[config.mk]
export PLATFORM = sky130hd
export DESIGN_NAME = mii_tx_serializer
export DESIGN_NICKNAME = d
export VERILOG_FILES = /design/src/rtl/mii_tx_pkg.sv /design/src/rtl/mii_sync.sv /design/src/rtl/mii_tx_fsm.sv /design/src/rtl/mii_tx_serializer.sv
export SDC_FILE = /design/constraint.sdc
export NUM_CORES = 1
export LEC_CHECK = 0
export ABC_AREA = 1
export BUFFER_PORTS_ARGS = -buffer_cell sky130_fd_sc_hd__buf_2
export CORE_AREA = 2 2 90 49
export DETAILED_ROUTE_END_ITERATION = 8
export DIE_AREA = 0 0 92 51
export PLACE_DENSITY = 0.65
export SLEW_MARGIN = 20
export SYNTH_ARGS = -nofsm -noshare
export SYNTH_HDL_FRONTEND = slang
export SYNTH_HIERARCHICAL = 1
export SYNTH_SLANG_ARGS = --single-unit
[constraint.sdc]
create_clock -name clk -period 1.2 [get_ports clk]
set_input_delay 0.12 -clock clk [delete_from_list [all_inputs] [get_ports clk]]
set_output_delay 0.12 -clock clk [all_outputs]
set_load 0.02 [all_outputs]
[src/rtl/mii_tx_pkg.sv]
package mii_tx_pkg;
  localparam logic [3:0] NIB_PREAMBLE = 4'h5;
  localparam logic [3:0] NIB_SFD      = 4'hD;

  typedef enum logic [2:0] {
    ST_IDLE  = 3'd0,
    ST_PRE   = 3'd1,
    ST_LO    = 3'd2,
    ST_HI    = 3'd3,
    ST_FLUSH = 3'd4,
    ST_GAP   = 3'd5
  } tx_state_t;
endpackage

[src/rtl/mii_sync.sv]
module mii_sync #(
  parameter int WIDTH  = 2,
  parameter int STAGES = 2
) (
  input  logic             clk,
  input  logic             rst,
  input  logic [WIDTH-1:0] d_async,
  output logic [WIDTH-1:0] q_sync
);
  logic [WIDTH-1:0] chain [STAGES];

  always_ff @(posedge clk) begin
    if (rst) chain[0] <= '0;
    else     chain[0] <= d_async;
  end

  for (genvar g = 1; g < STAGES; g++) begin : g_stage
    always_ff @(posedge clk) begin
      if (rst) chain[g] <= '0;
      else     chain[g] <= chain[g-1];
    end
  end

  assign q_sync = chain[STAGES-1];
endmodule

[src/rtl/mii_tx_fsm.sv]
module mii_tx_fsm
  import mii_tx_pkg::*;
#(
  parameter int DATA_W      = 8,
  parameter int PRE_NIBBLES = 15,
  parameter int GAP_NIBBLES = 24
) (
  input  logic              clk,
  input  logic              rst,
  input  logic              full_duplex,
  input  logic              crs_s,
  input  logic              col_s,
  input  logic [DATA_W-1:0] s_data,
  input  logic              s_valid,
  input  logic              s_last,
  output logic              s_ready,
  output logic [3:0]        txd,
  output logic              tx_en,
  output logic              abort
);
  localparam int NIBS  = DATA_W / 4;
  localparam int PRE_W = $clog2(PRE_NIBBLES + 1);
  localparam int GAP_W = $clog2(GAP_NIBBLES + 1);
  localparam int REM_W = $clog2(NIBS + 1);

  tx_state_t         st;
  logic [PRE_W-1:0]  pre_cnt;
  logic [GAP_W-1:0]  gap_cnt;
  logic [DATA_W-1:0] hold;
  logic [REM_W-1:0]  rem;
  logic              last_q;
  logic              coll_hit;
  logic              may_start;

  assign coll_hit  = !full_duplex && col_s;
  assign may_start = s_valid && (full_duplex || !crs_s);
  assign s_ready   = (st == ST_LO) || (st == ST_FLUSH);

  always_ff @(posedge clk) begin
    if (rst) begin
      st      <= ST_IDLE;
      pre_cnt <= '0;
      gap_cnt <= '0;
      hold    <= '0;
      rem     <= '0;
      last_q  <= 1'b0;
      txd     <= 4'h0;
      tx_en   <= 1'b0;
      abort   <= 1'b0;
    end else begin
      abort <= 1'b0;
      case (st)
        ST_IDLE: begin
          tx_en <= 1'b0;
          txd   <= 4'h0;
          if (may_start) begin
            st      <= ST_PRE;
            tx_en   <= 1'b1;
            txd     <= NIB_PREAMBLE;
            pre_cnt <= PRE_W'(1);
          end
        end
        ST_PRE: begin
          if (coll_hit) begin
            tx_en <= 1'b0;
            txd   <= 4'h0;
            abort <= 1'b1;
            st    <= ST_FLUSH;
          end else if (pre_cnt == PRE_W'(PRE_NIBBLES)) begin
            txd <= NIB_SFD;
            st  <= ST_LO;
          end else begin
            txd     <= NIB_PREAMBLE;
            pre_cnt <= pre_cnt + PRE_W'(1);
          end
        end
        ST_LO: begin
          if (coll_hit) begin
            tx_en <= 1'b0;
            txd   <= 4'h0;
            abort <= 1'b1;
            if (s_valid && s_last) begin
              st      <= ST_GAP;
              gap_cnt <= GAP_W'(GAP_NIBBLES - 1);
            end else begin
              st <= ST_FLUSH;
            end
          end else if (s_valid) begin
            txd    <= s_data[3:0];
            hold   <= s_data >> 4;
            rem    <= REM_W'(NIBS - 1);
            last_q <= s_last;
            st     <= ST_HI;
          end else begin
            tx_en   <= 1'b0;
            txd     <= 4'h0;
            st      <= ST_GAP;
            gap_cnt <= GAP_W'(GAP_NIBBLES - 1);
          end
        end
        ST_HI: begin
          if (coll_hit) begin
            tx_en <= 1'b0;
            txd   <= 4'h0;
            abort <= 1'b1;
            if (last_q) begin
              st      <= ST_GAP;
              gap_cnt <= GAP_W'(GAP_NIBBLES - 1);
            end else begin
              st <= ST_FLUSH;
            end
          end else begin
            txd  <= hold[3:0];
            hold <= hold >> 4;
            rem  <= rem - REM_W'(1);
            if (rem == REM_W'(1)) begin
              if (last_q) begin
                st      <= ST_GAP;
                gap_cnt <= GAP_W'(GAP_NIBBLES - 1);
              end else begin
                st <= ST_LO;
              end
            end
          end
        end
        ST_FLUSH: begin
          tx_en <= 1'b0;
          txd   <= 4'h0;
          if (s_valid && s_last) begin
            st      <= ST_GAP;
            gap_cnt <= GAP_W'(GAP_NIBBLES - 1);
          end
        end
        ST_GAP: begin
          tx_en <= 1'b0;
          txd   <= 4'h0;
          if (gap_cnt == '0) st <= ST_IDLE;
          else               gap_cnt <= gap_cnt - GAP_W'(1);
        end
        default: begin
          st    <= ST_IDLE;
          tx_en <= 1'b0;
          txd   <= 4'h0;
        end
      endcase
    end
  end
endmodule

[src/rtl/mii_tx_serializer.sv]
module mii_tx_serializer #(
  parameter int DATA_W      = 8,
  parameter int PRE_NIBBLES = 15,
  parameter int GAP_NIBBLES = 24,
  parameter int SYNC_STAGES = 2
) (
  input  logic              clk,
  input  logic              rst,
  input  logic              full_duplex,
  input  logic [DATA_W-1:0] s_data,
  input  logic              s_valid,
  input  logic              s_last,
  output logic              s_ready,
  input  logic              crs_async,
  input  logic              col_async,
  output logic [3:0]        mii_txd,
  output logic              mii_tx_en,
  output logic              col_abort
);
  logic crs_s;
  logic col_s;

  mii_sync #(.WIDTH(2), .STAGES(SYNC_STAGES)) u_sync (
    .clk     (clk),
    .rst     (rst),
    .d_async ({crs_async, col_async}),
    .q_sync  ({crs_s, col_s})
  );

  mii_tx_fsm #(
    .DATA_W      (DATA_W),
    .PRE_NIBBLES (PRE_NIBBLES),
    .GAP_NIBBLES (GAP_NIBBLES)
  ) u_fsm (
    .clk         (clk),
    .rst         (rst),
    .full_duplex (full_duplex),
    .crs_s       (crs_s),
    .col_s       (col_s),
    .s_data      (s_data),
    .s_valid     (s_valid),
    .s_last      (s_last),
    .s_ready     (s_ready),
    .txd         (mii_txd),
    .tx_en       (mii_tx_en),
    .abort       (col_abort)
  );
endmodule

==> metrics.md, run 1 <==
| Metric | Value |
|---|---|
| Violated checks | `setup timing` |
| Ranking of synthesized cells by area | `sky130_fd_sc_hd__dfxtp_1, sky130_fd_sc_hd__nand2_1, sky130_fd_sc_hd__nor2_1, sky130_fd_sc_hd__inv_1, sky130_fd_sc_hd__nand3_1` |
| Die outline area | `0.00469 mm2` |
| GRT Resource Usage Total | `24.8%` |
| Sequential cell area fraction in the yosys report | `34.5%` |
| Top cell by count, worst path | `sky130_fd_sc_hd__nand2_1` |
| Dominant cell type by area after synthesis | `sky130_fd_sc_hd__dfxtp_1` |
| Area of the mapped netlist | `0.00168 mm2` |
| Number of rows created at floorplan | `17` |
| Count of inserted antenna diode cells | `0` |
| Ordered list of cells on the worst path | `nor2_4 > buf_4 > buf_6 > nor2_4 > nand2_1 > nand2_1 > nand2_2 > nand2_1 > nor2_1` |
| Wire length of the first global-routing pass | `8840 um` |
| Area share of the largest cell type after synthesis | `34.5%` |
| Top-Level Pins | `22` |
| Relative area change from synthesis to final layout | `57.0%` |
| Worst path slowest cell | `sky130_fd_sc_hd__dfxtp_4` |
| Pwr/cell area | `2170 mW/mm2` |
| Antenna viol nets, final | `0` |
| Port-buffer cells | `21` |
| CP Data Required Time | `1.38 ns` |
| Critical Path Fanout Max | `7` |
| Max transition margin | `76.5%` |
| Max-Cap Viols | `0` |
| Initial DRC Count | `188` |
| Number of warnings issued by yosys | `6` |
| Net count of the finished layout | `373` |
| Flip-flop and latch count after synthesis | `29` |
| Antenna violations before repair | `0` |
| Area of the core | `0.00404 mm2` |
| Final Critical Period | `1.37 ns` |
| Clk pin slew, worst setup/hold paths | `0.06 ns` |
| Startpoint Class | `register` |
| Worst hold path class | `primary input to register` |
| TritonCTS clock tree | `yes` |
| Overflow left after global routing | `0` |
| Fin crit share | `114%` |
| Final Total Pwr | `5720 uW` |
| Net count after synthesis | `290` |
| Highest cell delay on the worst timing path | `0.46 ns` |
| Post-detailed-routing wire length | `5620 um` |
| Worst clock skew | `0.00581 ns` |
| Insertion delay of the later-clocked pin in the worst-skew pair | `0.28 ns` |
| Max-slew violation count | `0` |
| Largest net degree at the start of global routing | `16` |
| Post-route setup slack | `-0.171 ns` |
| Via count of the first global-routing pass | `1928` |
| Total number of vias | `2072` |
| Bufs and invs on worst path | `2` |
| Drc violations | `0` |
| Run status | `complete, but fails checks` |
| Clock Root Buffer | `sky130_fd_sc_hd__clkbuf_8` |
| Final setup vio count | `25` |
| Crit path DAT | `1.55 ns` |
| Placement-stage worst setup slack | `-0.220 ns` |
| Placed cell areas | `0.00228 mm2` |
| Fraction of final layout cells with drive strength greater than 1 | `42.5%` |
| Maximum clock rate | `729 MHz` |
| Reg2Reg Setup Slack | `-0.17 ns` |
| Y dimension of the die | `51 um` |
| Die X | `92 um` |
| TritonRoute pass-1 iters | `5` |
| Transition time of the tightest slew-check pin | `0.353 ns` |
| Total number of clock tree sinks | `29` |
| Avg Inst Size Synth | `6.21 um2` |
| Unrepaired setup endpoints after global routing | `yes` |
| Leak pwr | `0.00133 uW` |
| Clk buf depth | `2` |
| Post-synthesis instance total | `271` |
| Final hold viol count | `0` |
| Post-synthesis cell type count | `24` |
| Routed vias/inst | `5.03` |
| Dpl hpwl | `3770 um` |
| Worst vdd ir | `0.741 mV` |
| Routed WL per cell | `13.6 um` |
| Worst setup path category | `register to register` |
| Category of the worst setup path capture point | `register` |
| Layout Cell Area excl Fill | `0.00264 mm2` |
| Number of clock buffers inserted by TritonCTS | `5` |
| Delay-heaviest family, CP | `simple AND/OR/NAND/NOR gates` |
| Last weighted congestion value of the routability-driven placer | `0.934` |
| Starting Density | `41.6%` |
| H-Tree Level Count | `2` |
==> registers in the layout, summed over array words and instances (netlist names) <==
name	cells
u_fsm/st	3
u_fsm/rem	2
u_fsm/last_q	1
u_fsm/tx_en	1
u_fsm/abort	1
u_fsm/gap_cnt	5
u_fsm/hold	4
u_fsm/pre_cnt	4
u_fsm/txd	4
u_sync/chain	4
==> power breakdown <==
part | internal (uW) | switching, uW
Clock | 401 | 378
Sequential | 1200 | 245
Combinational | 1590 | 1910
Total | 3190 | 2530
==> metal layers <==
layer | vias up | wire, um | GRT usage [%]
met5 | - | 0 | 0
met1 | 939 | 2740 | 35.0
met2 | 90 | 2300 | 35.9
met3 | 18 | 464 | 7.23
li1 | 1025 | - | -
met4 | 0 | 112 | 8.96
==> worst reg2reg max path, cell delays in order, from the launching register on <==
cell and delay, ns:
sky130_fd_sc_hd__dfxtp_4 0.46, sky130_fd_sc_hd__nor2_4 0.09, sky130_fd_sc_hd__buf_4 0.14, sky130_fd_sc_hd__buf_6 0.11
sky130_fd_sc_hd__nor2_4 0.11, sky130_fd_sc_hd__nand2_1 0.10, sky130_fd_sc_hd__nand2_1 0.10, sky130_fd_sc_hd__nand2_2 0.05
sky130_fd_sc_hd__nand2_1 0.08, sky130_fd_sc_hd__nor2_1 0.04
==> cells in the final DEF (no fill, tap or decap), drive strengths merged <==
master  count
a21oi      17
nor2       51
nand2      86
a22oi       1
dfxtp      29
nor3        2
clkbuf      6
clkinv      2
o211ai      2
xor2        1
inv        33
ha          4
nand3      23
nand4       5
o21ai      12
buf        80
xnor2       1
==> cells in the mapped netlist <==
| cell type | instances |
|---|---|
| sky130_fd_sc_hd__nor2_2 | 4 |
| sky130_fd_sc_hd__a21oi_1 | 17 |
| sky130_fd_sc_hd__nand3_2 | 2 |
| sky130_fd_sc_hd__inv_1 | 30 |
| sky130_fd_sc_hd__nand2_4 | 1 |
| sky130_fd_sc_hd__a22oi_1 | 1 |
| sky130_fd_sc_hd__xor2_1 | 1 |
| sky130_fd_sc_hd__nand3_1 | 21 |
| sky130_fd_sc_hd__nand2_1 | 83 |
| sky130_fd_sc_hd__buf_2 | 2 |
| sky130_fd_sc_hd__ha_1 | 4 |
| sky130_fd_sc_hd__dfxtp_1 | 29 |
| sky130_fd_sc_hd__nand4_1 | 5 |
| sky130_fd_sc_hd__xnor2_1 | 1 |
| sky130_fd_sc_hd__clkbuf_1 | 1 |
| sky130_fd_sc_hd__o21ai_0 | 11 |
| sky130_fd_sc_hd__nor2_4 | 2 |
| sky130_fd_sc_hd__nor3_1 | 2 |
| sky130_fd_sc_hd__nor2_1 | 45 |
| sky130_fd_sc_hd__o21ai_1 | 1 |
| sky130_fd_sc_hd__inv_2 | 3 |
| sky130_fd_sc_hd__buf_6 | 1 |
| sky130_fd_sc_hd__o211ai_1 | 2 |
| sky130_fd_sc_hd__nand2_2 | 2 |
==> per-stage QoR <==
| stage | setup TNS (ns) | utilization, % | hold WS [ns] | cells |
|---|---|---|---|---|
| finish | -2.59 | 65.4 | 0.0313 | 412 |
| global placement | -2.48 | 56.5 | 0.323 | 395 |
| CTS | -1.63 | 63.6 | 0.0272 | 411 |
| global route | -4.25 | 65.4 | 0.0418 | 412 |
| floorplan | -0.00183 | - | 0.191 | 271 |
| detailed placement | -2.69 | 56.5 | 0.327 | 395 |
==> worst paths after layout <==
path | from | endpoint | depth (start not counted)
max | u_fsm/st[2]$_SDFFE_PP0P_ | u_fsm/gap_cnt[2]$_SDFFE_PP0P_ | 9
max reg2reg | u_fsm/st[2]$_SDFFE_PP0P_ | u_fsm/gap_cnt[2]$_SDFFE_PP0P_ | 9
min reg2reg | u_sync/chain[0][1]$_SDFF_PP0_ | u_sync/chain[1][1]$_SDFF_PP0_ | 2
min | col_async | u_sync/chain[0][0]$_SDFF_PP0_ | 3
==> cell families after synthesis <==
| family | after synthesis | share of synthesized area (%) |
|---|---|---|
| adders and majority gates | 4 | 2.97 |
| and+or+nand+nor | 167 | 42.7 |
| buffers and inverters | 37 | 8.85 |
| DFF | 29 | 34.5 |
| xor gates and xnor gates | 2 | 1.04 |
| AOI/OAI and AO/OA | 32 | 9.96 |
==> timing repair <==
item	CTS	global route
setup buffers	9	1
gates resized for setup	54	21
pin swaps	21	15
hold buffers	0	0
endpoints found under the setup margin	25	25
==> final cells by class <==
| class | instances | area, um2 |
|---|---|---|
| Sequential cell | 29 | 596 |
| Inverter | 33 | 144 |
| Multi-Input combinational cell | 205 | 1160 |
| Tap cell | 57 | 71.3 |
| Clock inverter | 2 | 10.0 |
| Clock buffer | 6 | 72.6 |
| Timing Repair Buffer | 80 | 588 |
| Fill cell | 349 | 1400 |
(Power assumes the default switching activity.)
==> inputs of run 2 (changes only) <==
Settings changed: CORE_AREA 2 2 90 49 to 2 2 65 67, DIE_AREA 0 0 92 51 to 0 0 67 69, PLACE_DENSITY 0.65 to unset.
==> run 2 against run 1 <==
The run still ends with setup timing left. Sequential share of layout area fell by 0.61 points. Die area shrank 1.5%. Clock power rose by 38%. Cell area increased by 3.0%. Worst setup slack worse by 0.017 ns. Worst hold slack better by 0.0024 ns. Utilization rose by 4.1 points. Largest cell class unchanged.
==> metrics.md, run 2 (same netlist as run 1, synthesis figures left out) <==
| Metric | Value |
|---|---|
| Pwr/cell area | `2220 mW/mm2 (+2.4%)` |
| Antenna violations before repair | `0 (unchanged)` |
| Final Total Pwr | `6040 uW (+5.5%)` |
| H-Tree Level Count | `2 (unchanged)` |
| Via count of the first global-routing pass | `1840 (-4.6%)` |
| Number of rows created at floorplan | `23 (+6)` |
| Largest net degree at the start of global routing | `16 (unchanged)` |
| Final Critical Period | `1.39 ns (+0.0170 ns)` |
| Routed vias/inst | `4.81 (-4.4%)` |
| Layout filler cell count | `323 (-7.4%)` |
| Leak pwr | `0.00135 uW (+1.2%)` |
| Transition time of the tightest slew-check pin | `0.321 ns (-0.0318 ns)` |
| Last weighted congestion value of the routability-driven placer | `0.908 (-2.8%)` |
| Post-route setup slack | `-0.188 ns (-0.0170 ns)` |
| Die X | `67 um (-27%)` |
| Uppermost metal layer occupied by signal nets | `met4` |
| Number of flip-flops under the largest register name | `5 (unchanged)` |
| Worst setup path category | `register to register` |
| Worst vdd ir | `1.25 mV (+69%)` |
| Count of inserted antenna diode cells | `0 (unchanged)` |
| Relative area change from synthesis to final layout | `61.6%` |
| Post-detailed-routing wire length | `5170 um (-8.0%)` |
| Insertion delay of the later-clocked pin in the worst-skew pair | `0.29 ns (about the same)` |
| Total number of clock tree sinks | `29 (unchanged)` |
| Reg with most FFs | `u_fsm/gap_cnt` |
| Startpoint Class | `register` |
| Layout Cell Area excl Fill | `0.00272 mm2 (+3.0%)` |
| Area of the core | `0.00391 mm2 (-3.2%)` |
| TritonRoute pass-1 iters | `5 (unchanged)` |
| Overflow left after global routing | `0 (unchanged)` |
| Max-slew violation count | `0 (unchanged)` |
| Unrepaired setup endpoints after global routing | `yes` |
| Fraction of final layout cells with drive strength greater than 1 | `42.8% (+0.24 points)` |
| Clock Root Buffer | `sky130_fd_sc_hd__clkbuf_8` |
| Starting Density | `43.0% (+1.4 points)` |
| Initial DRC Count | `101 (-46%)` |
| Max-Cap Viols | `0 (unchanged)` |
| Number of clock buffers inserted by TritonCTS | `5 (unchanged)` |
| Worst hold path class | `primary input to register` |
| Run status | `complete, but fails checks` |
| Most common cell after layout, fill and taps aside | `sky130_fd_sc_hd__nand2_1` |
| Clk buf depth | `2 (unchanged)` |
| CTS hold repair buffers | `0 (unchanged)` |
| Antenna viol nets, final | `0 (unchanged)` |
| Violated checks | `setup timing` |
| Max transition margin | `78.5% (+2.0 points)` |
| DR WL met3 | `300 um (-35%)` |
| Placement-stage worst setup slack | `-0.240 ns (-0.0196 ns)` |
| CP Data Required Time | `1.42 ns (+0.04 ns)` |
| Top-Level Pins | `22 (unchanged)` |
| Die outline area | `0.00462 mm2 (-1.5%)` |
| Port-buffer cells | `21 (unchanged)` |
| Maximum clock rate | `720 MHz (-1.2%)` |
| Most frequent cells in the layout | `sky130_fd_sc_hd__nand2_1, sky130_fd_sc_hd__buf_4, sky130_fd_sc_hd__nor2_1, sky130_fd_sc_hd__inv_1, sky130_fd_sc_hd__dfxtp_1` |
| Critical Path Fanout Max | `5 (-2)` |
| Dpl hpwl | `3570 um (-5.2%)` |
| Drc violations | `0 (unchanged)` |
| Total number of vias | `1971 (-4.9%)` |
| Fin crit share | `116% (+1.4 points)` |
| Layout Utilization | `69.5% (+4.1 points)` |
| Routed WL per cell | `12.6 um (-7.5%)` |
| Category of the worst setup path capture point | `register` |
| Final setup vio count | `23 (-8.0%)` |
| GRT Resource Usage Total | `23.8% (-0.94 points)` |
| Crit path DAT | `1.61 ns (+0.06 ns)` |
| Clk pin slew, worst setup/hold paths | `0.07 ns (about the same)` |
| Y dimension of the die | `69 um (+35%)` |
| TritonCTS clock tree | `yes` |
| Final hold viol count | `0 (unchanged)` |
| Length of routed met2 wiring | `2380 um (+3.4%)` |
| Wire length of the first global-routing pass | `8380 um (-5.2%)` |
| Net count of the finished layout | `378 (+1.3%)` |
| Worst clock skew | `0.00595 ns (+0.000140 ns)` |
| Routed metal-1 wire length | `2410 um (-12%)` |
| Placed cell areas | `0.00229 mm2 (+0.27%)` |
## run 2: where the power goes
| group | internal [uW] | switching (uW) | total (uW) | leakage [uW] |
|---|---|---|---|---|
| sequential | 1200 | 217 | 1420 | 0.000240 |
| clock | 676 | 393 | 1070 | 0.0000585 |
| combinational | 1650 | 1900 | 3540 | 0.00105 |
| total | 3530 | 2510 | 6040 | 0.00135 |
## run 2: metrics by stage
stage / hold slack, ns / std cells / TNS (ns)
floorplan: 0.191 / 271 / -0.00183
global placement: 0.322 / 390 / -3.29
global route: 0.0362 / 410 / -3.79
detailed placement: 0.329 / 390 / -3.43
finish: 0.0337 / 410 / -2.20
CTS: 0.0311 / 405 / -1.44
## run 2: worst paths after layout
path / depth (start not counted) / slack [ns] / start / end
hold / removal: 3 / 0.03 / crs_async / u_sync/chain[0][1]$_SDFF_PP0_
hold reg to reg: 2 / 0.40 / u_sync/chain[0][0]$_SDFF_PP0_ / u_sync/chain[1][0]$_SDFF_PP0_
setup reg to reg: 9 / -0.19 / u_fsm/st[0]$_SDFFE_PP0P_ / u_fsm/st[2]$_SDFFE_PP0P_
setup / recovery: 9 / -0.19 / u_fsm/st[0]$_SDFFE_PP0P_ / u_fsm/st[2]$_SDFFE_PP0P_
## run 2: repair_timing
action / in CTS / in global routing
setup buffers: 8 / 5
pin swaps: 12 / 24
setup endpoints to repair: 25 / 25
gates resized for setup: 40 / 35
## run 2: area by class of cell
type	count	area, um2	share of cell area (%)
clock inverters	1	30.0	1.10
multi-input cells	205	1170	43.0
repair buffers	85	633	23.3
inverters	33	141	5.20
clock buffers	7	86.3	3.17
well taps	50	62.6	2.30
flip-flops and latches	29	597	21.9
## run 2: critical path: stages, from the launching register on
cell	delay, ns
sky130_fd_sc_hd__dfxtp_4	0.42
sky130_fd_sc_hd__nand2_1	0.10
sky130_fd_sc_hd__nor2_4	0.19
sky130_fd_sc_hd__buf_6	0.13
sky130_fd_sc_hd__o21ai_1	0.07
sky130_fd_sc_hd__nand2_1	0.08
sky130_fd_sc_hd__nor2_1	0.06
sky130_fd_sc_hd__nand2_1	0.08
sky130_fd_sc_hd__nand2_1	0.08
sky130_fd_sc_hd__nor2_1	0.11
## run 2: per-layer routing
layer	track usage, %	vias up
met3	5.55	8
met1	33.2	866
met4	8.39	0
li1	-	1035
met5	0	-
met2	35.6	62
==> inputs of run 3 (changes only) <==
Settings changed: CORE_AREA 2 2 65 67 to 2 2 61 63, DIE_AREA 0 0 67 69 to 0 0 63 65, PLACE_DENSITY set to 0.72.
==> run 3 against run 2 <==
The flow still finishes with violations (setup timing). Clock skew is 0.011 ns higher. Maximum frequency down 6.2%. Sequential share of layout area decreased by 1.0 points. Global-route usage increased by 4.1 points. First-iteration DRC count grew 48%. Die area shrank 11%. Flip-flop and latch count is the same. Routed wire length grew 32%. Critical path depth fell by 3. Sequential power rose by 3%. Largest cell class unchanged. Highest routed layer unchanged.
==> metrics.md, run 3 (same netlist as run 1, synthesis figures left out) <==
| Metric | Value |
|---|---|
| Category of the worst setup path capture point | `register` |
| Number of flip-flops under the largest register name | `5 (unchanged)` |
| Number of rows created at floorplan | `22 (-4.3%)` |
| Final hold viol count | `0 (unchanged)` |
| Startpoint Class | `register` |
| Overflow left after global routing | `0 (unchanged)` |
| Pwr/cell area | `2190 mW/mm2 (-1.5%)` |
| Post-route setup slack | `-0.280 ns (-0.0912 ns)` |
| Port-buffer cells | `21 (unchanged)` |
| Area of the core | `0.00350 mm2 (-11%)` |
| Y dimension of the die | `65 um (-5.8%)` |
| Worst hold path class | `primary input to register` |
| Final Critical Period | `1.48 ns (+0.0912 ns)` |
| Layout Cells excl Fill | `414 (+0.98%)` |
| Die outline area | `0.00410 mm2 (-11%)` |
| Largest net degree at the start of global routing | `16 (unchanged)` |
| CP Data Required Time | `1.44 ns (+0.02 ns)` |
| Final Total Pwr | `6230 uW (+3.2%)` |
| Maximum clock rate | `676 MHz (-6.2%)` |
| Leak pwr | `0.00139 uW (+3.1%)` |
| Crit path DAT | `1.72 ns (+0.11 ns)` |
| Reg with most FFs | `u_fsm/gap_cnt` |
| Layout filler cell count | `230 (-29%)` |
| Fraction of final layout cells with drive strength greater than 1 | `49.7% (+6.9 points)` |
| Die X | `63 um (-6.0%)` |
| Unrepaired setup endpoints after global routing | `yes` |
| Most common cell after layout, fill and taps aside | `sky130_fd_sc_hd__nand2_1` |
| Placed cell areas | `0.00231 mm2 (+0.87%)` |
| Count of inserted antenna diode cells | `0 (unchanged)` |
| Run status | `complete, but fails checks` |
| Antenna violations before repair | `0 (unchanged)` |
| Max-Cap Viols | `0 (unchanged)` |
| Relative area change from synthesis to final layout | `69.4%` |
| Post-detailed-routing wire length | `6820 um (+32%)` |
| Number of clock buffers inserted by TritonCTS | `5 (unchanged)` |
| Clock Root Buffer | `sky130_fd_sc_hd__clkbuf_4` |
| Dpl hpwl | `3600 um (+0.72%)` |
| Fin crit share | `123% (+7.6 points)` |
| Net count of the finished layout | `384 (+1.6%)` |
| GRT Resource Usage Total | `27.9% (+4.1 points)` |
| Last weighted congestion value of the routability-driven placer | `0.889 (-2.1%)` |
| Worst setup path category | `register to register` |
| Starting Density | `48.1% (+5.1 points)` |
| TritonCTS clock tree | `yes` |
| H-Tree Level Count | `2 (unchanged)` |
| Top-Level Pins | `22 (unchanged)` |
| Critical Path Fanout Max | `5 (unchanged)` |
| Total number of clock tree sinks | `29 (unchanged)` |
| Max-slew violation count | `0 (unchanged)` |
| Worst clock skew | `0.0171 ns (+0.0112 ns)` |
| Insertion delay of the later-clocked pin in the worst-skew pair | `0.35 ns (+0.06 ns)` |
| Wire length of the first global-routing pass | `8890 um (+6.2%)` |
| Layout Utilization | `81.5% (+12 points)` |
| Initial DRC Count | `149 (+48%)` |
| Final setup vio count | `25 (+8.7%)` |
| Worst vdd ir | `1.54 mV (+23%)` |
| Placed insts | `391 (+0.26%)` |
| TritonRoute pass-1 iters | `5 (unchanged)` |
| Clk buf depth | `2 (unchanged)` |
| Via count of the first global-routing pass | `2041 (+11%)` |
| Antenna viol nets, final | `0 (unchanged)` |
| Worst slack on hold paths | `0.00890 ns (-0.0248 ns)` |
| Reg2Reg Setup Slack | `-0.28 ns (-0.09 ns)` |
| Drc violations | `0 (unchanged)` |
| Routed vias/inst | `5.54 (+15%)` |
| Violated checks | `setup timing` |
| Total number of vias | `2293 (+16%)` |
| Transition time of the tightest slew-check pin | `0.334 ns (+0.0124 ns)` |
| Clk pin slew, worst setup/hold paths | `0.10 ns (+0.03 ns)` |
| Routed WL per cell | `16.5 um (+31%)` |
| Max transition margin | `77.5% (-0.98 points)` |
| Layout Cell Area excl Fill | `0.00285 mm2 (+4.8%)` |
| Most frequent cells in the layout | `sky130_fd_sc_hd__nand2_1, sky130_fd_sc_hd__buf_4, sky130_fd_sc_hd__nor2_1, sky130_fd_sc_hd__inv_1, sky130_fd_sc_hd__dfxtp_1` |
[run 3: cell types whose count changed in the layout (fill, tap and decap cells not counted), sizes merged]
cell / change
buf: +4
dlygate4sd3: +2
[run 3: timing repair]
item	CTS	global route
setup buffers	8	5
setup endpoints to repair	25	25
hold buffers	2	0
hold endpoints to repair	2	0
pin swaps	13	40
resized for setup	47	59
[run 3: cell type report]
type / instances / area (um2) / area share [%]
Multi-Input combinational cell: 205 / 1260 / 44.2
Timing Repair Buffer: 91 / 699 / 24.5
Sequential cell: 29 / 597 / 20.9
Inverter: 33 / 149 / 5.22
Tap cell: 48 / 60.1 / 2.11
Clock buffer: 7 / 55.1 / 1.93
Clock inverter: 1 / 30.0 / 1.05
[run 3: per-layer routing]
layer / up-vias / GRT usage, % / part of all wire, %
met5: - / 0 / 0
met4: 0 / 13.3 / 5.9
met1: 1077 / 32.4 / 39
li1: 1043 / - / -
met2: 132 / 47.9 / 48
met3: 41 / 7.29 / 6.9
[run 3: power breakdown]
| group | switching, uW | total (uW) | internal [uW] |
|---|---|---|---|
| combinational | 2130 | 3870 | 1740 |
| sequential | 259 | 1460 | 1200 |
| clock | 403 | 900 | 497 |
| total | 2790 | 6230 | 3440 |
[run 3: final timing paths]
check / startpoint / end / depth (start not counted)
max: u_sync/chain[1][0]$_SDFF_PP0_ / u_fsm/st[0]$_SDFFE_PP0P_ / 6
min: s_data[1] / u_fsm/txd[1]$_SDFF_PP0_ / 3
max reg2reg: u_sync/chain[1][0]$_SDFF_PP0_ / u_fsm/st[0]$_SDFFE_PP0P_ / 6
min reg2reg: u_sync/chain[0][0]$_SDFF_PP0_ / u_sync/chain[1][0]$_SDFF_PP0_ / 2
[run 3: worst max-delay path, cell delays in order (launching register included)]
cell,delay (ns)
sky130_fd_sc_hd__dfxtp_2,0.36
sky130_fd_sc_hd__nand2_1,0.20
sky130_fd_sc_hd__buf_4,0.23
sky130_fd_sc_hd__o21ai_0,0.30
sky130_fd_sc_hd__nand3_1,0.14
sky130_fd_sc_hd__nand2_1,0.11
sky130_fd_sc_hd__inv_1,0.04
[run 3: metrics by stage]
step,setup TNS [ns],worst slack [ns]
final,-4.24,-0.280
after global routing,-5.57,-0.334
after CTS,-1.96,-0.145
after detailed placement,-2.85,-0.204
after global placement,-2.26,-0.167
after floorplan,-0.00183,-0.00178
